$ cat config.mk
export PLATFORM = sky130hd
export DESIGN_NAME = vlen_loop_seq
export DESIGN_NICKNAME = d
export VERILOG_FILES = /design/src/rtl/vls_pkg.sv /design/src/rtl/vls_len_clamp.sv /design/src/rtl/vls_addr_gen.sv /design/src/rtl/vlen_loop_seq.sv
export SDC_FILE = /design/constraint.sdc
export NUM_CORES = 1
export LEC_CHECK = 0
export ABC_AREA = 1
export BUFFER_PORTS_ARGS = -buffer_cell sky130_fd_sc_hd__buf_2
export CORE_ASPECT_RATIO = 1.75
export CORE_MARGIN = 4
export CORE_UTILIZATION = 57
export CTS_BUF_LIST = sky130_fd_sc_hd__clkbuf_16
export DETAILED_ROUTE_END_ITERATION = 12
export GPL_TIMING_DRIVEN = 0
export PLACE_DENSITY = 0.93
export SYNTH_ARGS = -nofsm -noshare
export SYNTH_HDL_FRONTEND = slang
export SYNTH_SLANG_ARGS = --single-unit
$ cat constraint.sdc
create_clock -name clk_i -period 2.7 [get_ports clk_i]
set_clock_uncertainty 0.15 [all_clocks]
set_input_delay 0.135 -clock clk_i [delete_from_list [all_inputs] [get_ports clk_i]]
set_output_delay 0.135 -clock clk_i [all_outputs]
set_load 0.01 [all_outputs]
$ cat src/rtl/vls_pkg.sv
package vls_pkg;

    typedef enum logic [0:0] {
        SEQ_IDLE = 1'b0,
        SEQ_RUN  = 1'b1
    } seq_state_e;

endpackage

$ cat src/rtl/vls_len_clamp.sv
module vls_len_clamp #(
    parameter int CNT_W = 20,
    parameter int MAXVL = 16,
    parameter int LEN_W = $clog2(MAXVL + 1)
) (
    input  logic [CNT_W-1:0] cnt_i,
    output logic [LEN_W-1:0] len_o,
    output logic [MAXVL-1:0] mask_o
);

    localparam logic [CNT_W-1:0] MAX_CNT = CNT_W'(MAXVL);
    localparam logic [LEN_W-1:0] MAX_LEN = LEN_W'(MAXVL);

    // saturate the requested byte count at the vector width
    always_comb begin
        if (cnt_i >= MAX_CNT) begin
            len_o = MAX_LEN;
        end else begin
            len_o = cnt_i[LEN_W-1:0];
        end
    end

    // thermometer mask: one lane per byte below the clamped length
    for (genvar g = 0; g < MAXVL; g++) begin : g_lane
        assign mask_o[g] = (LEN_W'(g) < len_o);
    end

endmodule

$ cat src/rtl/vls_addr_gen.sv
module vls_addr_gen #(
    parameter int ADDR_W = 32,
    parameter int CNT_W  = 20
) (
    input  logic [ADDR_W-1:0] end_ptr_i,
    input  logic [CNT_W-1:0]  cnt_i,
    output logic [ADDR_W-1:0] addr_o
);

    // effective address = end pointer minus bytes still to go
    assign addr_o = end_ptr_i - ADDR_W'(cnt_i);

endmodule

$ cat src/rtl/vlen_loop_seq.sv
module vlen_loop_seq #(
    parameter int ADDR_W = 32,
    parameter int CNT_W  = 20,
    parameter int MAXVL  = 16,
    parameter int LEN_W  = $clog2(MAXVL + 1)
) (
    input  logic              clk_i,
    input  logic              rst_ni,
    input  logic              start_i,
    input  logic [ADDR_W-1:0] base_i,
    input  logic [CNT_W-1:0]  size_i,
    output logic              step_valid_o,
    input  logic              step_ready_i,
    output logic [ADDR_W-1:0] step_addr_o,
    output logic [LEN_W-1:0]  step_len_o,
    output logic [MAXVL-1:0]  step_mask_o,
    output logic              done_o
);

    import vls_pkg::*;

    // one extra bit so that stepping past zero goes negative, not around
    localparam int REM_W = CNT_W + 1;
    localparam logic [REM_W-1:0] STRIDE = REM_W'(MAXVL);

    typedef struct packed {
        seq_state_e        state;
        logic [ADDR_W-1:0] end_ptr;
        logic [REM_W-1:0]  rem;
        logic              done;
    } seq_regs_t;

    seq_regs_t cur_q, nxt_d;
    logic [REM_W-1:0] rem_after;

    assign rem_after = cur_q.rem - STRIDE;

    always_comb begin
        nxt_d      = cur_q;
        nxt_d.done = 1'b0;
        unique case (cur_q.state)
            SEQ_IDLE: begin
                if (start_i) begin
                    nxt_d.end_ptr = base_i + ADDR_W'(size_i);
                    nxt_d.rem     = {1'b0, size_i};
                    if (size_i == '0) begin
                        nxt_d.done = 1'b1;
                    end else begin
                        nxt_d.state = SEQ_RUN;
                    end
                end
            end
            SEQ_RUN: begin
                if (step_ready_i) begin
                    nxt_d.rem = rem_after;
                    if ($signed(rem_after) <= 0) begin
                        nxt_d.state = SEQ_IDLE;
                        nxt_d.done  = 1'b1;
                    end
                end
            end
            default: nxt_d.state = SEQ_IDLE;
        endcase
    end

    always_ff @(posedge clk_i or negedge rst_ni) begin
        if (!rst_ni) begin
            cur_q <= '{state: SEQ_IDLE, end_ptr: '0, rem: '0, done: 1'b0};
        end else begin
            cur_q <= nxt_d;
        end
    end

    vls_addr_gen #(
        .ADDR_W (ADDR_W),
        .CNT_W  (CNT_W)
    ) i_addr_gen (
        .end_ptr_i (cur_q.end_ptr),
        .cnt_i     (cur_q.rem[CNT_W-1:0]),
        .addr_o    (step_addr_o)
    );

    vls_len_clamp #(
        .CNT_W (CNT_W),
        .MAXVL (MAXVL),
        .LEN_W (LEN_W)
    ) i_len_clamp (
        .cnt_i  (cur_q.rem[CNT_W-1:0]),
        .len_o  (step_len_o),
        .mask_o (step_mask_o)
    );

    assign step_valid_o = (cur_q.state == SEQ_RUN);
    assign done_o       = cur_q.done;

endmodule

# Word-level counts from Yosys, hierarchy flattened
# Index checks and enable logic that the tools add are counted.
[totals]
reg_bits = 55
inputBits = 56
out_inout_bits = 55
wordCells = 41
[classes]
addsub = 3
magnitude_cmp = 18
n_eq_ne = 2
n_mux = 10
n_bitwise = 1
n_reduce_logical = 3
[ops]
columns = ["op", "count"]
rows = [
  ["two-way mux 55 bit", 1],
  ["case mux 22 bit (2 select lines)", 1],
  ["< comparator 4 x 5 -> 1 bit (first input constant)", 8],
  ["adder 32 x 20 -> 32 bit", 1],
  ["subtractor 32 x 20 -> 32 bit", 1],
  ["two-way mux 22 bit", 1],
  ["less-or-equal comparator 21 x 1 -> 1 bit (second input constant)", 1],
  ["subtractor 21 x 5 -> 21 bit (second input constant)", 1],
  [">= comparator 20 x 5 -> 1 bit (second input constant)", 1],
  ["zero test 20 bit", 1],
  ["< comparator 3 x 5 -> 1 bit (first input constant)", 4],
  ["< comparator 1 x 5 -> 1 bit (first input constant)", 2],
  ["< comparator 2 x 5 -> 1 bit (first input constant)", 2],
  ["two-way mux 1 bit", 5],
  ["two-way mux 5 bit", 1],
  ["inequality test 2 bit (second input constant)", 2],
  ["AND reduction 2 bit", 2],
  ["case mux 1 bit (2 select lines)", 1],
  ["NOT 1 bit", 1],
]

# Longest topological paths before layout
[logic_depth]
word_depth = 5
ltp_mapped = 15
ltp_nobuf = 15

# Cells and area by module
# Synthesis repeated with hierarchy kept, for this count alone.
[unflattened]
hier_cells = 1039
hier_area_um2 = 6236.0
[by_module_without_submodules]
columns = ["module", "n_inst", "cells_per_inst", "area_per_inst_um2", "seq_area_each_um2"]
rows = [
  ["vlen_loop_seq", 1, 592, 4131.5, 1376.3],
  ["vls_addr_gen", 1, 395, 1856.8, 0.0],
  ["vls_len_clamp", 1, 52, 247.7, 0.0],
]

# Worst setup path after synthesis
# No wires, ideal clock.
[synth_timing]
kind = "register -> output"
from = "reg cur_q[1] in the netlist's numbering"
to = "out step_addr_o[30]"
arrival_ns = 2.119
t_required_ns = 2.415
slack_ns = 0.296
path_stages_with_launch = 9
n_path_buf = 0
path_cell_list = "dfrtp_1 -> ha_1 -> fa_1 -> o21ai_1 -> a21boi_1 -> o21ai_1 -> nand3_1 -> nand3_1 -> xor2_1"
[synth_between]
elab_chain_len = 1
[synth_lines]
columns = ["item", "line", "text"]
rows = [
  ["from (decl)", "vlen_loop_seq.sv:33", "seq_regs_t cur_q, nxt_d;"],
  ["from (signal assigned)", "vlen_loop_seq.sv:68", "cur_q <= '{state: SEQ_IDLE, end_ptr: '0, rem: '0, done: 1'b0};"],
  ["from (signal assigned)", "vlen_loop_seq.sv:70", "cur_q <= nxt_d;"],
  ["subtractor 32 x 20 -> 32 bit", "vls_addr_gen.sv:11", "assign addr_o = end_ptr_i - ADDR_W'(cnt_i);"],
  ["to (decl)", "vlen_loop_seq.sv:14", "output logic [ADDR_W-1:0] step_addr_o,"],
]
# Every way passes these cells.

# Worst setup path after layout
[layout_timing]
from = "reg cur_q[5] in the netlist's numbering"
to = "out step_addr_o[31]"
# Same word-level chain as after synthesis.

==> results.ini <==
[place]
place.gp.congestion = 1.011
post_dp_hpwl_um = 16380
numPortBuffers = 110
dpl-instance-area_um2 = 6513
place_worst_setup_slack_ps = -369.2

[timing]
timing_max_transition_violations_final = 0
final-setup-viol-count = 24
max_freq_mhz = 355.7
timing.final.crit_share_pct = 104.1
hold_violations = 0
slew_headroom_pct = 13.63
grt_setup_unrepaired = yes
fin_ws_ps = -111.6
worst_margin_slew_ps = 1296
final_period_demand_of_the_worst_path_ps = 2812

[power]
worst_ir_drop_vdd_mv = 0.8580
p_leak_nw = 3.582
power_density_nw_per_um2 = 1531

[worst_hold_path]
hold-path-cell-count = 4
min_from = base_i[21]
worst_hold_path_type = input port to flop
min_to = cur_q[43]

[global_route]
grt_pass1_vias = 7198
gr-usage-met2_pct = 64.49
grt_pass1_wl_um = 33690
grt_start_max_net_pins = 56
globalRoute.totalOverflow = 0
antenna_found_initial = 0
grt_util_met3_pct = 6.043
grt-busiest-layer = met2
global_route.usage.met1_pct = 32.93
grtUsageTotal_pct = 35.57

[logic_synthesis]
synthesis.area_per_instance_um2 = 6.304
syn_nets = 1021
synth_seq_cells = 55
synth.distinct_cells = 38
synth_seq_area_share_pct = 23.71
syn-cell-area_um2 = 5806
synth_cells = 921
yosys_warnings = 0

[routing]
wl_um = 26230
iteration_count_of_the_initial_detailed_routing_pass = 9
post_drt_wl_per_cell_um = 21.66
routed_via_density = 6.576
drt_drc_violations_left = 0
num_vias = 7964
remaining_antenna_violation_count = 0
drt-initial-drc-count = 1141

[floorplanning]
die-height_um = 141.5
floorplan.die.width_um = 84.29
floorplan.core_area_um2 = 9910
start_util_pct = 58.59
num_rows = 48
i_o_pin_count = 111
die_area_um2 = 11930

[clock_network]
htree_num_levels = 2
numCtsBuffers = 5
clkTransAtPathRegs_ps = 80
clk-insertion-delay-late_ps = 300
cts_root_buffer = sky130_fd_sc_hd__clkbuf_16
clock_tree_from_tritoncts = built
clock_tree.buffer_depth = 2
clock-sinks = 55

[cells_and_area]
mostFrequentLayoutCell = sky130_fd_sc_hd__nand2_1
post_route_cells_drive_above_1_share_pct = 25.51
final_cell_area_um2 = 7637
areaGrowthSynthToFinish_pct = 31.55
nets = 1185
antenna_cells_inserted = 0
final_cell_mix = 245 x sky130_fd_sc_hd__nand2_1, 110 x sky130_fd_sc_hd__buf_2, 105 x sky130_fd_sc_hd__inv_1, 100 x sky130_fd_sc_hd__nor2_1, 60 x sky130_fd_sc_hd__nand3_1

[setup_path]
timing.reg2reg.worst_path_depth = 11
worst-endpoint-arrival_ps = 2530
worst_r2r_startpoint = cur_q[6]
timing.critical_path.to_type = primary output
critical_path_required_ps = 2410
worst_r2r_endpoint = done_o
critPathLaunchType = flop
worst-r2r-setup-slack_ps = 120
path_max_fanout = 7
path_class = flop to primary output

[run_status]
violations_in_the_final_reports = setup timing
run_status = finished with violations

[flow_run]
drv_cap = 0

==> sequential cells by signal (all words and copies together) (netlist names) <==
signal,flops
cur_q,53
done_o,1
step_valid_o,1
==> cell type report <==
class                      instances  area [um^2]
multi-input combinational        735         4514
timing repair buffer             157        930.9
buffer                            12        48.80
tap                              125        156.4
clock buffer                       5        125.1
fill                             680         2272
inverter                         119        461.7
sequential                        55         1384
clock inverter                     3        16.27
==> cells in the mapped netlist <==
cell type                     n  area, um^2
sky130_fd_sc_hd__nor3_1      15       75.07
sky130_fd_sc_hd__nand2_1    259       972.2
sky130_fd_sc_hd__ha_1        42       525.5
sky130_fd_sc_hd__a21boi_1     1       7.510
sky130_fd_sc_hd__dfrtp_1     55        1376
sky130_fd_sc_hd__nor2_4       5       56.30
sky130_fd_sc_hd__a211oi_1     1       7.510
sky130_fd_sc_hd__nand3_1     65       325.3
sky130_fd_sc_hd__nor2_2       2       12.51
sky130_fd_sc_hd__a21oi_1     54       270.3
sky130_fd_sc_hd__clkbuf_1    11       41.29
sky130_fd_sc_hd__nor2_8       1       20.02
sky130_fd_sc_hd__a31oi_1      7       43.79
sky130_fd_sc_hd__o211ai_1    12       90.09
sky130_fd_sc_hd__o2111ai_1    1       8.760
sky130_fd_sc_hd__xnor2_1     20       175.2
sky130_fd_sc_hd__nand3b_1     6       45.04
sky130_fd_sc_hd__o21ai_1      9       45.04
sky130_fd_sc_hd__a21o_1       2       15.01
sky130_fd_sc_hd__o21bai_1     4       30.03
sky130_fd_sc_hd__o21ai_0     51       255.2
sky130_fd_sc_hd__a21boi_0     2       15.01
sky130_fd_sc_hd__nand3_2      1       10.01
sky130_fd_sc_hd__inv_2        1       3.750
sky130_fd_sc_hd__o221ai_1     7       61.31
sky130_fd_sc_hd__nand4_1      9       56.30
sky130_fd_sc_hd__nor4_1       9       56.30
sky130_fd_sc_hd__inv_1      116       435.4
sky130_fd_sc_hd__a21oi_2      1       8.760
sky130_fd_sc_hd__nor2_1     112       420.4
sky130_fd_sc_hd__nand2_4      2       22.52
sky130_fd_sc_hd__or2_2        6       37.54
sky130_fd_sc_hd__xor2_1      20       175.2
sky130_fd_sc_hd__o21a_1       5       37.54
sky130_fd_sc_hd__fa_1         2       40.04
sky130_fd_sc_hd__buf_4        1       7.510
sky130_fd_sc_hd__clkinv_1     2       7.510
sky130_fd_sc_hd__nand2_2      2       12.51
==> routing by layer <==
metal  part of all wire, %  routed length, um
met5                     0                  0
met4                    11               2902
met3                    11               2894
met2                    48              12590
met1                    30               7841
==> how the worst max path moves through the flow <==
stage | startpoint | to | slack (ps) | cells after the start
final | cur_q[5] | step_addr_o[31] | -110 | 9
after global placement | cur_q[1] | step_addr_o[24] | -340 | 9
after floorplan | cur_q[1] | step_addr_o[30] | 300 | 8
after CTS | cur_q[20] | step_addr_o[29] | -0.3 | 12
after detailed placement | cur_q[1] | step_addr_o[24] | -370 | 9
after global routing | cur_q[7] | step_addr_o[19] | -220 | 13
==> power by group <==
group          internal, mW  total, mW  switching (mW)  leakage, nW
registers              1.24       1.78           0.536        0.672
logic                  3.57       9.27            5.70         2.84
clock network         0.340      0.652           0.311       0.0710
==> metrics by stage <==
stage,TNS (ps),utilization (%),cells,power (mW),hold slack [ps]
2_1_floorplan,0,-,921,5.801,-310.6
3_3_place_gp,-2205,65.72,1156,7.801,243.0
3_5_place_dp,-2516,65.72,1156,7.919,244.1
4_1_cts,-0.2969,70.33,1180,9.126,4.426
5_1_grt,-3805,77.07,1211,12.24,14.87
6_report,-1300,77.07,1211,11.69,7.870
==> worst max-delay path, stage by stage (launching register included) <==
cell and delay, ps:
sky130_fd_sc_hd__dfrtp_1 420, sky130_fd_sc_hd__clkinv_4 120, sky130_fd_sc_hd__ha_4 280, sky130_fd_sc_hd__a21oi_2 330, sky130_fd_sc_hd__o21ai_2 170, sky130_fd_sc_hd__a21oi_4 250
sky130_fd_sc_hd__o211ai_1 200, sky130_fd_sc_hd__nor2_1 170, sky130_fd_sc_hd__xor2_1 140, sky130_fd_sc_hd__buf_2 140
==> logic make-up after synthesis <==
kind of cell / count (synthesis) / synth area share [%]
AOI/OAI and AO/OA: 157 / 15.43
xor gates and xnor gates: 40 / 6.035
adders and majority gates: 44 / 9.741
buffers and inverters: 131 / 8.535
DFF: 55 / 23.71
and+or+nand+nor: 494 / 36.55
==> timing repair <==
| item | in CTS | in global routing |
|---|---|---|
| setup buffers | 5 | 31 |
| gates resized for setup | 45 | 99 |
| pin swaps | 3 | 23 |
| hold buffers | 11 | 0 |
| endpoints found under the hold margin | 65 | 0 |
| endpoints found under the setup margin | 39 | 37 |
Note: power is estimated with default switching activity, not from simulation.
